### src/rtl/ddc_pkg.sv
package ddc_pkg;

    typedef enum logic [2:0] {
        ST_IDLE,
        ST_ADDR,
        ST_ADDR_ACK,
        ST_WR_BYTE,
        ST_WR_ACK,
        ST_RD_BYTE,
        ST_RD_ACK,
        ST_SKIP
    } ddc_state_e;

    // Table byte for every index except the final checksum byte.
    function automatic logic [7:0] id_raw(int unsigned idx);
        if (idx == 0 || idx == 7) return 8'h00;
        if (idx < 7) return 8'hFF;
        return 8'((idx * 37 + 11) % 256);
    endfunction

    // Value that makes the whole table sum to zero modulo 256.
    function automatic logic [7:0] id_checksum(int unsigned depth);
        logic [7:0] acc;
        acc = 8'h00;
        for (int unsigned k = 0; k < depth - 1; k++) begin
            acc = acc + id_raw(k);
        end
        return 8'(8'h00 - acc);
    endfunction

endpackage

### src/rtl/ddc_sync.sv
module ddc_sync #(
    parameter int W      = 2,
    parameter int STAGES = 2
) (
    input  logic         clk,
    input  logic         rst_n,
    input  logic [W-1:0] d,
    output logic [W-1:0] q
);

    logic [W-1:0] stg [STAGES];

    for (genvar s = 0; s < STAGES; s++) begin : g_stage
        if (s == 0) begin : g_first
            always_ff @(posedge clk or negedge rst_n) begin
                if (!rst_n) stg[s] <= '1;
                else        stg[s] <= d;
            end
        end else begin : g_next
            always_ff @(posedge clk or negedge rst_n) begin
                if (!rst_n) stg[s] <= '1;
                else        stg[s] <= stg[s-1];
            end
        end
    end

    assign q = stg[STAGES-1];

endmodule

### src/rtl/ddc_cond.sv
module ddc_cond (
    input  logic clk,
    input  logic rst_n,
    input  logic scl_s,
    input  logic sda_s,
    output logic scl_rise,
    output logic scl_fall,
    output logic start_ev,
    output logic stop_ev
);

    logic scl_q;
    logic sda_q;

    always_ff @(posedge clk or negedge rst_n) begin
        if (!rst_n) begin
            scl_q <= 1'b1;
            sda_q <= 1'b1;
        end else begin
            scl_q <= scl_s;
            sda_q <= sda_s;
        end
    end

    assign scl_rise = scl_s & ~scl_q;
    assign scl_fall = ~scl_s & scl_q;
    assign start_ev = scl_s & scl_q & sda_q & ~sda_s;
    assign stop_ev  = scl_s & scl_q & ~sda_q & sda_s;

endmodule

### src/rtl/ddc_rom.sv
module ddc_rom #(
    parameter int DEPTH = 128,
    parameter int AW    = $clog2(DEPTH)
) (
    input  logic [AW-1:0] addr,
    output logic [7:0]    data
);

    localparam logic [7:0] CKSUM = ddc_pkg::id_checksum(DEPTH);

    always_comb begin
        if (32'(addr) == DEPTH - 1) data = CKSUM;
        else                        data = ddc_pkg::id_raw(32'(addr));
    end

endmodule

### src/rtl/ddc_target.sv
module ddc_target #(
    parameter logic [6:0] DEV_ADDR    = 7'h50,
    parameter int         SYNC_STAGES = 2,
    parameter int         BUF_BYTES   = 128
) (
    input  logic clk,
    input  logic rst_n,
    input  logic scl_i,
    input  logic sda_i,
    output logic sda_oe
);
    import ddc_pkg::*;

    localparam int IDX_W = $clog2(BUF_BYTES);
    localparam int PTR_W = 8;
    localparam logic [3:0] BITS_DONE = 4'd8;

    logic       scl_s, sda_s;
    logic       scl_rise, scl_fall, start_ev, stop_ev;
    logic [1:0] sync_q;

    ddc_state_e state, state_nx;
    logic [3:0]       bit_cnt;
    logic [7:0]       rx_sh;
    logic [7:0]       tx_sh;
    logic [PTR_W-1:0] ptr;
    logic             first_q;
    logic             ack_q;
    logic [7:0]       rom_q;
    logic             addr_hit;
    logic             byte_end;

    ddc_sync #(.W(2), .STAGES(SYNC_STAGES)) u_sync (
        .clk   (clk),
        .rst_n (rst_n),
        .d     ({scl_i, sda_i}),
        .q     (sync_q)
    );
    assign scl_s = sync_q[1];
    assign sda_s = sync_q[0];

    ddc_cond u_cond (
        .clk      (clk),
        .rst_n    (rst_n),
        .scl_s    (scl_s),
        .sda_s    (sda_s),
        .scl_rise (scl_rise),
        .scl_fall (scl_fall),
        .start_ev (start_ev),
        .stop_ev  (stop_ev)
    );

    ddc_rom #(.DEPTH(BUF_BYTES), .AW(IDX_W)) u_rom (
        .addr (ptr[IDX_W-1:0]),
        .data (rom_q)
    );

    assign addr_hit = (rx_sh[7:1] == DEV_ADDR);
    assign byte_end = scl_fall && (bit_cnt == BITS_DONE);

    // State register
    always_ff @(posedge clk or negedge rst_n) begin
        if (!rst_n) state <= ST_IDLE;
        else        state <= state_nx;
    end

    // Transitions
    always_comb begin
        state_nx = state;
        if (start_ev) begin
            state_nx = ST_ADDR;
        end else if (stop_ev) begin
            state_nx = ST_IDLE;
        end else begin
            unique case (state)
                ST_IDLE:     state_nx = ST_IDLE;
                ST_ADDR:     if (byte_end) state_nx = addr_hit ? ST_ADDR_ACK : ST_SKIP;
                ST_ADDR_ACK: if (scl_fall) state_nx = rx_sh[0] ? ST_RD_BYTE : ST_WR_BYTE;
                ST_WR_BYTE:  if (byte_end) state_nx = ST_WR_ACK;
                ST_WR_ACK:   if (scl_fall) state_nx = ST_WR_BYTE;
                ST_RD_BYTE:  if (byte_end) state_nx = ST_RD_ACK;
                ST_RD_ACK:   if (scl_fall) state_nx = ack_q ? ST_RD_BYTE : ST_SKIP;
                ST_SKIP:     state_nx = ST_SKIP;
            endcase
        end
    end

    // Outputs and datapath
    always_ff @(posedge clk or negedge rst_n) begin
        if (!rst_n) begin
            bit_cnt <= '0;
            rx_sh   <= '0;
            tx_sh   <= '0;
            ptr     <= '0;
            first_q <= 1'b0;
            ack_q   <= 1'b0;
            sda_oe  <= 1'b0;
        end else if (start_ev || stop_ev) begin
            bit_cnt <= '0;
            sda_oe  <= 1'b0;
        end else begin
            unique case (state)
                ST_IDLE, ST_SKIP: begin
                    sda_oe <= 1'b0;
                end
                ST_ADDR, ST_WR_BYTE: begin
                    if (scl_rise) begin
                        rx_sh   <= {rx_sh[6:0], sda_s};
                        bit_cnt <= bit_cnt + 4'd1;
                    end else if (byte_end) begin
                        bit_cnt <= '0;
                        if (state == ST_ADDR) begin
                            if (addr_hit) begin
                                sda_oe <= 1'b1;
                                if (!rx_sh[0]) first_q <= 1'b1;
                            end
                        end else begin
                            sda_oe <= 1'b1;
                            if (first_q) begin
                                ptr     <= rx_sh;
                                first_q <= 1'b0;
                            end else begin
                                ptr <= ptr + 1'b1;
                            end
                        end
                    end
                end
                ST_ADDR_ACK: begin
                    if (scl_fall) begin
                        bit_cnt <= '0;
                        if (rx_sh[0]) begin
                            tx_sh  <= rom_q;
                            sda_oe <= ~rom_q[7];
                            ptr    <= ptr + 1'b1;
                        end else begin
                            sda_oe <= 1'b0;
                        end
                    end
                end
                ST_WR_ACK: begin
                    if (scl_fall) begin
                        sda_oe  <= 1'b0;
                        bit_cnt <= '0;
                    end
                end
                ST_RD_BYTE: begin
                    if (scl_rise) begin
                        bit_cnt <= bit_cnt + 4'd1;
                    end else if (byte_end) begin
                        sda_oe  <= 1'b0;
                        bit_cnt <= '0;
                    end else if (scl_fall && bit_cnt != 4'd0) begin
                        tx_sh  <= {tx_sh[6:0], 1'b0};
                        sda_oe <= ~tx_sh[6];
                    end
                end
                ST_RD_ACK: begin
                    if (scl_rise) begin
                        ack_q <= ~sda_s;
                    end else if (scl_fall) begin
                        bit_cnt <= '0;
                        if (ack_q) begin
                            tx_sh  <= rom_q;
                            sda_oe <= ~rom_q[7];
                            ptr    <= ptr + 1'b1;
                        end
                    end
                end
            endcase
        end
    end

endmodule

### config.mk
export PLATFORM = sky130hd
export DESIGN_NAME = ddc_target
export DESIGN_NICKNAME = d
export VERILOG_FILES = /design/src/rtl/ddc_pkg.sv /design/src/rtl/ddc_sync.sv /design/src/rtl/ddc_cond.sv /design/src/rtl/ddc_rom.sv /design/src/rtl/ddc_target.sv
export SDC_FILE = /design/constraint.sdc
export NUM_CORES = 1
export LEC_CHECK = 0
export ABC_AREA = 1
export CAP_MARGIN = 0
export CORE_ASPECT_RATIO = 1.4
export CORE_MARGIN = 2
export CORE_UTILIZATION = 65
export DETAILED_ROUTE_END_ITERATION = 10
export PLACE_DENSITY = 0.84
export SYNTH_ARGS = -nofsm -noshare
export SYNTH_HDL_FRONTEND = slang
export SYNTH_SLANG_ARGS = --single-unit
### constraint.sdc
create_clock -name clk -period 5.6 [get_ports clk]
set_clock_uncertainty 0.15 [all_clocks]
set_input_delay 0.84 -clock clk [delete_from_list [all_inputs] [get_ports clk]]
set_output_delay 0.84 -clock clk [all_outputs]
set_load 0.01 [all_outputs]
==> results of run 1 <==
-- Yosys cell counts (5+ instances only) --
cell / instances
nand2_1: 71
inv_1: 47
nand3_1: 34
dfrtp_1: 32
o21ai_0: 23
ha_1: 22
nor2_1: 19
o21ai_1: 11
inv_2: 10
dfstp_2: 6
a21oi_1: 5
-- cells by family after synthesis --
group                      after synthesis  synth area share, %
buffers and inverters                   60                 8.68
and+or+nand+nor                        156                 29.0
xor gates and xnor gates                 3                0.980
adders and majority gates               24                 11.8
AOI/OAI and AO/OA                       59                 13.9
DFF                                     38                 35.7
-- layout make-up --
type	count	share of cell area, %
multi-input combinational	242	52.4
inverter	57	7.53
clock buffer	7	3.04
clock inverter	1	0.176
tap	43	1.89
sequential	38	33.7
timing repair buffer	4	1.23
-- per-stage QoR --
step                      setup slack (ns)  cells  utilization [%]
after global placement                2.35    384             69.6
after global routing                  2.07    392             71.9
final                                 2.30    392             71.9
after CTS                             2.29    392             71.9
after floorplan                       2.49    340                -
after detailed placement              2.31    384             69.6
-- routing by layer --
layer  GRT usage [%]  up-vias  part of all wire, %
met1            31.7     1061                   43
met3            4.21       14                  3.2
met5               0        -                    0
li1                -     1141                    -
met2            46.0       42                   51
met4            13.0        0                  3.0
-- critical path, cell delays in order, from the launching register on --
cell	delay (ns)
dfrtp_1	0.42
ha_1	0.31
ha_1	0.28
inv_1	0.05
fa_1	0.52
inv_1	0.04
ha_1	0.28
ha_1	0.34
nand2_1	0.10
nor2_1	0.05
nor3_1	0.12
nand2_1	0.09
inv_1	0.06
nand2_1	0.05
nand3_1	0.07
nand2_1	0.06
nand2_1	0.05
nand3_1	0.06
nand2_1	0.06
nand2_1	0.04
-- flip-flops by register name, indices dropped and copies added (netlist names) --
name	cells
rx_sh	8
ptr	7
tx_sh	7
bit_cnt	4
state	3
u_sync.q	2
u_sync.stg	2
ack_q	1
first_q	1
sda_oe	1
u_cond.scl_q	1
u_cond.sda_q	1
-- worst min path at each step --
stage             startpoint     endpoint  slack, ns  cells past startpoint
2_1_floorplan  u_sync.stg[2]  u_sync.q[0]       0.20                      0
3_3_place_gp   u_sync.stg[2]  u_sync.q[0]       0.20                      0
3_5_place_dp   u_sync.stg[2]  u_sync.q[0]       0.20                      0
4_1_cts        u_sync.stg[2]  u_sync.q[0]       0.21                      0
5_1_grt        u_sync.stg[2]  u_sync.q[0]       0.22                      0
6_report       u_sync.stg[2]  u_sync.q[0]       0.21                      0
-- cells in the final DEF, fill, tap and decap left out, drive strengths merged, types with 2 or more instances in the layout --
| cell | count |
|---|---|
| nand2 | 76 |
| inv | 57 |
| o21ai | 36 |
| nand3 | 35 |
| dfrtp | 32 |
| nor2 | 27 |
| ha | 22 |
| clkbuf | 7 |
| a21oi | 7 |
| dfstp | 6 |
| nor3 | 5 |
| o211ai | 5 |
| nand4 | 5 |
| clkdlybuf4s50 | 3 |
| nor4 | 3 |
| a21boi | 2 |
| o311ai | 2 |
| xor2 | 2 |
| fa | 2 |
| a31oi | 2 |
-- power breakdown --
| part | total [mW] | internal [mW] | leakage, nW | switching, mW |
|---|---|---|---|---|
| logic | 0.915 | 0.347 | 0.902 | 0.568 |
| clock network | 0.196 | 0.0993 | 0.0482 | 0.0969 |
| registers | 0.460 | 0.369 | 0.476 | 0.0917 |
==> metrics.cfg, run 1 <==
[setup_path]
reg2reg_to = sda_oe
critPathCapture = sda_oe
rr_worst_depth = 19
worstSetupEndpointType = flop
critPathKind = reg -> reg
crit_path_start = ptr[4]
r2r_slack_ns = 2.30
critPathLaunchType = flop
cp_max_fo = 4
required_ns = 5.65
worstPathArrival_ns = 3.35
r2r-start = ptr[4]

[synthesis]
synth_edf_count = 0
synth_area_um2 = 2680
ys_ff_latch = 38
post-synth-top-area-fraction_pct = 29.9
syn_nets = 368
syn_area_per_cell_um2 = 7.89
yosys-top-cells-area = dfrtp_1 30%, ha_1 10%, nand2_1 9.9%
yosysSeqAreaShare_pct = 35.7
synth-async-reset-ratio_pct = 100
ys_warn_count = 0
yosysUniqueCellTypes = 47
synth_cells = 340
synth_top_area_cell = dfrtp_1
synth_ff_type = dfrtp_1

[cells_and_area]
fillers = 314
nNetsFinal = 376
postLayoutCellArea_um2 = 2840
final_layout_size_suffix_gt1_share_pct = 14.6
syn_to_final_growth_pct = 6.02
multiInputGateArea_um2 = 1490
ff_latch_area_um2 = 958
diodes = 0

[min_path]
hp-class = reg -> reg

[power_and_ir_drop]
leakage_nw = 1.43
power.density_nw_per_um2 = 553
power_mw = 1.57
ir_worst_vdd_mv = 0.387

[grt]
antenna_found_initial = 0
overflow = 0
grt_pass1_vias = 2231
grt_pass1_wl_um = 9600
grt_max_degree = 39
grt_usage_pct = 26.7

[floorplan]
dieArea_um2 = 4660
die_h_um = 80.0
row_count = 27
coreArea_um2 = 3950
initial_core_util_pct = 67.8
die_width_um = 58.3
io_pins = 5

[routing]
vias = 2258
drc = 0
drt_iter0_markers = 94
ant_nets = 0
dr.pass1.iters = 5
wl_per_cell_um = 13.5
finalWirelength_um = 5290
viasPerCell = 5.76

[place]
placed_area_um2 = 2750
gp_congestion = 0.896
dpl.hpwl_um = 4130
numPortBuffers = 4

[run]
drv_cap = 0

[sta]
post-route-period-util_pct = 58.9
worst_slew_pin_slew_ns = 0.818
final_max_slew_viol_count = 0
max_freq_ghz = 0.303
max_slew_margin_pct = 45.4
finalHoldViolCount = 0
setup_viol = 0
fin_hold_ws_ns = 0.210
rsz0062_at_grt = no
min_period_ns = 3.30
fin_tns_setup_ns = 0

[outcome]
status = finished clean

[clocking]
ctsHoldBuffers = 0
ctsResizeCount = 0
htreeDepth = 2
numCtsBuffers = 5
insertion_delay_ns = 0.30
clock_path_buffers = 2
path_clk_slew_ns = 0.07
numClockSinks = 38
root_buffer = clkbuf_8
cts_tree = yes
cts_setup_buffers = 0

Power figures use the tool's default switching activity.
==> inputs of run 2 (changes only) <==
--- a/config.mk
+++ b/config.mk
@@ -9,9 +9,9 @@
 export CAP_MARGIN = 0
 export CORE_ASPECT_RATIO = 1.4
 export CORE_MARGIN = 2
-export CORE_UTILIZATION = 65
+export CORE_UTILIZATION = 62
 export DETAILED_ROUTE_END_ITERATION = 10
-export PLACE_DENSITY = 0.84
+export PLACE_DENSITY = 0.8
 export SYNTH_ARGS = -nofsm -noshare
 export SYNTH_HDL_FRONTEND = slang
 export SYNTH_SLANG_ARGS = --single-unit
==> constraint.sdc (replaced) <==
create_clock -name clk -period 3.2 [get_ports clk]
set_clock_uncertainty 0.15 [all_clocks]
set_input_delay 0.48 -clock clk [delete_from_list [all_inputs] [get_ports clk]]
set_output_delay 0.48 -clock clk [all_outputs]
set_load 0.01 [all_outputs]
==> run 2 against run 1 <==
  * Hold slack worse by 0.076 ns
  * Power increased by 86%
  * Final cell count up 2.3%
  * Sequential share of layout area is 1.4 points lower
  * First-iteration DRC count rose by 91%
  * Combinational power is 95% higher
  * Global-route usage shrank 0.30 points
  * Final area grew 4.4%
  * Clock power up 80%
  * Die area grew 4.6%
  * Sequential power up 71%
  * Via count is 0.93% higher
  * Largest power group unchanged
  * Highest routed layer unchanged
==> metrics.cfg, run 2 (synthesis results as in run 1) <==
[outcome]
status = finished clean

[place]
gp_congestion = 0.911  ; +1.6%
dpl.hpwl_um = 4300  ; +4.1%
placed_area_um2 = 2810  ; +2.0%
post-place-ws_ns = 0.00219  ; -2.30 ns
dp_cells = 393  ; +2.3%
numPortBuffers = 4  ; unchanged

[sta]
post-route-period-util_pct = 96.5  ; +38 points
worst_slew_pin_slew_ns = 0.851  ; +0.0331 ns
setup_viol = 0  ; unchanged
min_period_ns = 3.09  ; -0.211 ns
finalHoldViolCount = 0  ; unchanged
max_freq_ghz = 0.324  ; +6.8%
fin_tns_setup_ns = 0  ; unchanged
setup_ws_ns = 0.111  ; -2.19 ns
max_slew_margin_pct = 43.2  ; -2.2 points
final_max_slew_viol_count = 0  ; unchanged

[routing]
finalWirelength_um = 5800  ; +9.6%
dr.pass1.iters = 4  ; -1
viasPerCell = 5.68  ; -1.3%
drt_iter0_markers = 180  ; +91%
wl_per_cell_um = 14.5  ; +7.1%
drc = 0  ; unchanged
vias = 2279  ; +0.93%
ant_nets = 0  ; unchanged

[floorplan]
coreArea_um2 = 4200  ; +6.4%
dieArea_um2 = 4870  ; +4.6%
die_h_um = 81.8  ; +2.3%
die_width_um = 59.6  ; +2.2%
row_count = 28  ; +3.7%
initial_core_util_pct = 63.8  ; -4.1 points
io_pins = 5  ; unchanged

[cells_and_area]
nNetsFinal = 383  ; +1.9%
postLayoutCellArea_um2 = 2970  ; +4.4%
mostFrequentLayoutCells = 70 x nand2_1, 45 x inv_1, 33 x nand3_1, 32 x dfrtp_1, 23 x o21ai_0
fillers = 342  ; +8.9%
largest_register_ff_count = 8  ; unchanged
max_flop_register = rx_sh
fin_util_pct = 70.6  ; -1.4 points
diodes = 0  ; unchanged
final_common_cell = nand2_1
final_layout_size_suffix_gt1_share_pct = 19.4  ; +4.8 points
final_cell_count_no_fill = 401  ; +2.3%
syn_to_final_growth_pct = 10.6
largestRegisters = rx_sh (8), ptr (7), tx_sh (7)

[clocking]
clock_path_buffers = 2  ; unchanged
insertion_delay_ns = 0.30  ; about the same
cts_tree = yes
root_buffer = clkbuf_8
htreeDepth = 2  ; unchanged
numCtsBuffers = 5  ; unchanged
cts_setup_buffers = 0  ; unchanged
numClockSinks = 38  ; unchanged
path_clk_slew_ns = 0.08  ; about the same

[power_and_ir_drop]
power.density_nw_per_um2 = 985  ; +78%
leakage_nw = 1.45  ; +1.9%
ir_worst_vdd_mv = 0.583  ; +51%

[min_path]
hp-class = in -> async

[setup_path]
cp_max_fo = 3  ; -1
worstPathArrival_ns = 3.14  ; -0.21 ns
worstSetupEndpointType = flop
critPathKind = reg -> reg
required_ns = 3.25  ; -2.40 ns
critPathLaunchType = flop

[grt]
grt_max_degree = 39  ; unchanged
grt_pass1_vias = 2199  ; -1.4%
grt_pass1_wl_um = 9570  ; -0.35%
antenna_found_initial = 0  ; unchanged
overflow = 0  ; unchanged
grt_usage_pct = 26.4  ; -0.30 points

[run]
drv_cap = 0  ; unchanged

-- run 2: cell types whose count changed in the layout (fill, tap and decap cells not counted), moves of 2 or more --
| cell | change |
|---|---|
| ha_4 | +4 |
| inv_2 | +2 |
| ha_1 | -4 |
| inv_1 | -2 |
| buf_4 | +7 |
-- run 2: power breakdown --
group	total (mW)	switching [mW]	internal, mW
combinational	1.78	1.08	0.704
clock	0.353	0.180	0.173
sequential	0.785	0.140	0.645
-- run 2: area by class of cell --
class / instances / area [um2] / share of cell area [%]
clock inverters: 2 / 12.5 / 0.422
multi-input cells: 242 / 1560 / 52.4
clock buffers: 6 / 82.6 / 2.78
well taps: 45 / 56.3 / 1.90
inverters: 57 / 214 / 7.21
repair buffers: 11 / 87.6 / 2.95
flip-flops and latches: 38 / 958 / 32.3
-- run 2: critical path, cell delays in order, from the launching register on --
cell and delay, ns:
dfrtp_1 0.42, ha_4 0.26, ha_4 0.24, inv_1 0.04
fa_1 0.51, inv_2 0.06, ha_4 0.26, ha_4 0.19
nand2_2 0.06, inv_2 0.04, nor3_2 0.17, nand2_1 0.11
inv_1 0.06, nand2_1 0.06, nand3_1 0.10, nand2_1 0.06
nand2_1 0.05, nand3_1 0.06, nand2_1 0.06, nand2_1 0.04
-- run 2: what timing repair did --
action                     CTS  global route
hold buffers                 0             0
setup endpoints to repair    1             1
pin swaps                    1             6
resized for setup            3             7
-- run 2: worst paths after layout --
| check | startpoint | endpoint | slack, ns | cells after the start |
|---|---|---|---|---|
| setup reg to reg | ptr[6] | sda_oe | 0.11 | 19 |
| hold reg to reg | u_sync.stg[2] | u_sync.q[0] | 0.21 | 0 |
| max in group asynchronous | rst_n | tx_sh[1] | 2.22 | 1 |
| hold / removal | rst_n | state[0] | 0.13 | 1 |
| setup / recovery | ptr[6] | sda_oe | 0.11 | 19 |
| min in group clk | u_sync.stg[2] | u_sync.q[0] | 0.21 | 0 |
-- run 2: stage by stage --
stage | hold slack [ns] | power, mW
after floorplan | 0.0344 | 2.06
after global placement | 0.200 | 2.40
after detailed placement | 0.200 | 2.45
after CTS | 0.158 | 2.86
after global routing | 0.206 | 3.20
final | 0.134 | 2.92
-- run 2: metal layers --
metal / global-route usage, % / share of wire [%]
met1: 28.1 / 39
met2: 50.7 / 56
met3: 4.25 / 2.7
met4: 10.0 / 1.4
met5: 0 / 0
==> inputs of run 3 (changes only) <==
--- a/config.mk
+++ b/config.mk
@@ -12,6 +12,8 @@
 export CORE_UTILIZATION = 62
 export DETAILED_ROUTE_END_ITERATION = 10
 export PLACE_DENSITY = 0.8
+export RECOVER_POWER = 50
+export SLEW_MARGIN = 20
 export SYNTH_ARGS = -nofsm -noshare
 export SYNTH_HDL_FRONTEND = slang
 export SYNTH_SLANG_ARGS = --single-unit
==> run 3 against run 2 <==
  * The run now ends with capacitance limit, slew limit left
  * Final cell count did not move
  * Non-clock buffer count stayed put
  * Clock power is essentially flat
  * Final area about the same
  * Flip-flop and latch count unchanged
  * Routed wire length shrank 0.14%
  * Global-route usage stayed put
  * Via count fell by 0.35%
  * Count of clock-buffer cells in the layout stayed put
  * Die area unchanged
  * Critical endpoint unchanged
  * Largest cell class unchanged
==> metrics.cfg, run 3 (synthesis results as in run 1) <==
[grt]
overflow = 0  ; unchanged
grt_pass1_wl_um = 9570  ; unchanged
grt_max_degree = 39  ; unchanged
grt_usage_pct = 26.4  ; unchanged
antenna_found_initial = 0  ; unchanged
grt_pass1_vias = 2199  ; unchanged

[setup_path]
critPathMaxStageDelay_ns = 0.51  ; about the same
crit_slowest_cell = fa_1
critPathKind = reg -> reg
worstPathCellList = ha_4, ha_4, inv_1, fa_1, inv_2, ha_4, ha_4, nand2_2, inv_2, nor3_2, nand2_1, inv_1, nand2_1, nand3_1, nand2_1, nand2_1, nand3_1, nand2_1, nand2_1
reg2reg_to = sda_oe
cp_max_fo = 3  ; unchanged
cpMostUsedCell = nand2_1
required_ns = 3.25  ; about the same
worstPathArrival_ns = 3.14  ; about the same
r2r-start = ptr[6]
crit_path_start = ptr[6]
worstSetupEndpointType = flop
rr_worst_depth = 19  ; unchanged
critPathLaunchType = flop
r2r_slack_ns = 0.11  ; about the same

[cells_and_area]
ff_latch_area_um2 = 958  ; unchanged
fillers = 343  ; +0.29%
final_common_cell = nand2_1
max_flop_register = rx_sh
nNetsFinal = 383  ; unchanged
largest_register_ff_count = 8  ; unchanged
multiInputGateArea_um2 = 1560  ; unchanged
mostFrequentLayoutCells = 70 x nand2_1, 45 x inv_1, 33 x nand3_1, 32 x dfrtp_1, 23 x o21ai_0
final_layout_size_suffix_gt1_share_pct = 18.5  ; -0.84 points
diodes = 0  ; unchanged
syn_to_final_growth_pct = 10.6  ; about the same
largestRegisters = rx_sh (8), ptr (7), tx_sh (7)
fin_util_pct = 70.5  ; about the same

[routing]
vias = 2271  ; -0.35%
finalWirelength_um = 5790  ; -0.14%
drc = 0  ; unchanged
viasPerCell = 5.66  ; -0.35%
wl_per_cell_um = 14.4  ; -0.14%
ant_nets = 0  ; unchanged
drt_iter0_markers = 175  ; -2.8%
dr.pass1.iters = 5  ; +1

[sta]
worst_slew_pin_slew_ns = 2.04  ; +1.19 ns
max_freq_ghz = 0.324  ; about the same
min_period_ns = 3.09  ; +0.000229 ns
post-route-period-util_pct = 96.5  ; about the same
max_slew_margin_pct = -35.8  ; -79 points
finalHoldViolCount = 0  ; unchanged
final_max_slew_viol_count = 39  ; +39
fin_hold_ws_ns = 0.215  ; +0.0814 ns
setup_viol = 0  ; unchanged

[outcome]
status = complete, but fails checks
violations = capacitance limit, slew limit

[power_and_ir_drop]
leakage_nw = 1.45  ; -0.23%
ir_worst_vdd_mv = 0.581  ; -0.36%
power.density_nw_per_um2 = 985  ; about the same

[place]
gp_congestion = 0.911  ; unchanged
dpl.hpwl_um = 4300  ; unchanged
numPortBuffers = 4  ; unchanged

[floorplan]
io_pins = 5  ; unchanged
die_width_um = 59.6  ; unchanged
die_h_um = 81.8  ; unchanged
initial_core_util_pct = 63.8  ; unchanged
dieArea_um2 = 4870  ; unchanged
coreArea_um2 = 4200  ; unchanged
row_count = 28  ; unchanged

[clocking]
insertion_delay_ns = 0.30  ; about the same
cts_tree = yes
htreeDepth = 2  ; unchanged
ctsHoldBuffers = 0  ; unchanged
clock_path_buffers = 2  ; unchanged
numClockSinks = 38  ; unchanged
path_clk_slew_ns = 0.08  ; about the same
numCtsBuffers = 5  ; unchanged
root_buffer = clkbuf_8
cts_setup_buffers = 0  ; unchanged

[min_path]
hp-start = u_sync.stg[2]
holdPathEnd = u_sync.q[0]
hp-class = reg -> reg
hold_depth = 0

[run]
drv_cap = 1  ; +1

-- run 3: cell count changes in the layout (fill, tap and decap cells not counted), sizes merged --
cell,change
buf,-1
clkbuf,+1
clkdlybuf4s50,-2
dlygate4sd3,+2
-- run 3: routing by layer --
metal	GRT usage, %	wire length, um	vias up
met5	0	0	-
met4	10.0	91	0
met3	4.25	155	10
met2	50.7	3230	36
met1	28.1	2310	1067
li1	-	-	1158
-- run 3: final cells by class --
type,count,area share (%)
inverter,57,7.22
timing repair buffer,11,2.91
clock buffer,6,2.78
tap,45,1.90
multi-input combinational,242,52.4
sequential,38,32.3
clock inverter,2,0.422
-- run 3: worst max-delay path: cells and delay by family, from the launching register on --
kind | cells | cell delay, ns
flip-flops | 1 | 0.42
adder cells (fa/ha/maj) | 5 | 1.46
buffers and inverters | 4 | 0.21
AND/OR/NAND/NOR | 10 | 0.77
-- run 3: through the flow --
stage / setup TNS, ns / std cells / cell area [um2] / setup WS (ns) / total power [mW]
floorplan: 0 / 340 / 2680 / 0.0883 / 2.06
global placement: 0 / 393 / 2810 / 0.0586 / 2.40
detailed placement: 0 / 393 / 2810 / 0.00219 / 2.45
CTS: 0 / 401 / 2920 / 0.0130 / 2.86
global route: -0.00887 / 401 / 2970 / -0.00887 / 3.20
finish: 0 / 401 / 2970 / 0.111 / 2.92
-- run 3: power by group --
part	total (mW)	internal, mW	switching [mW]
registers	0.784	0.644	0.140
clock network	0.352	0.173	0.179
logic	1.78	0.703	1.08
-- run 3: worst max-delay path by stage --
stage	slack, ns	depth (start not counted)	endpoint
after floorplan	0.09	19	sda_oe
after global placement	0.06	19	sda_oe
after detailed placement	0.002	19	sda_oe
after CTS	0.01	18	sda_oe
after global routing	-0.009	19	sda_oe
final	0.11	19	sda_oe
-- run 3: timing repair --
| action | CTS | global route |
|---|---|---|
| resized for setup | 3 | 7 |
| setup endpoints to repair | 1 | 1 |
| endpoints found under the hold margin | 0 | 0 |
| gates cloned | 0 | 0 |
| pin swaps | 1 | 6 |
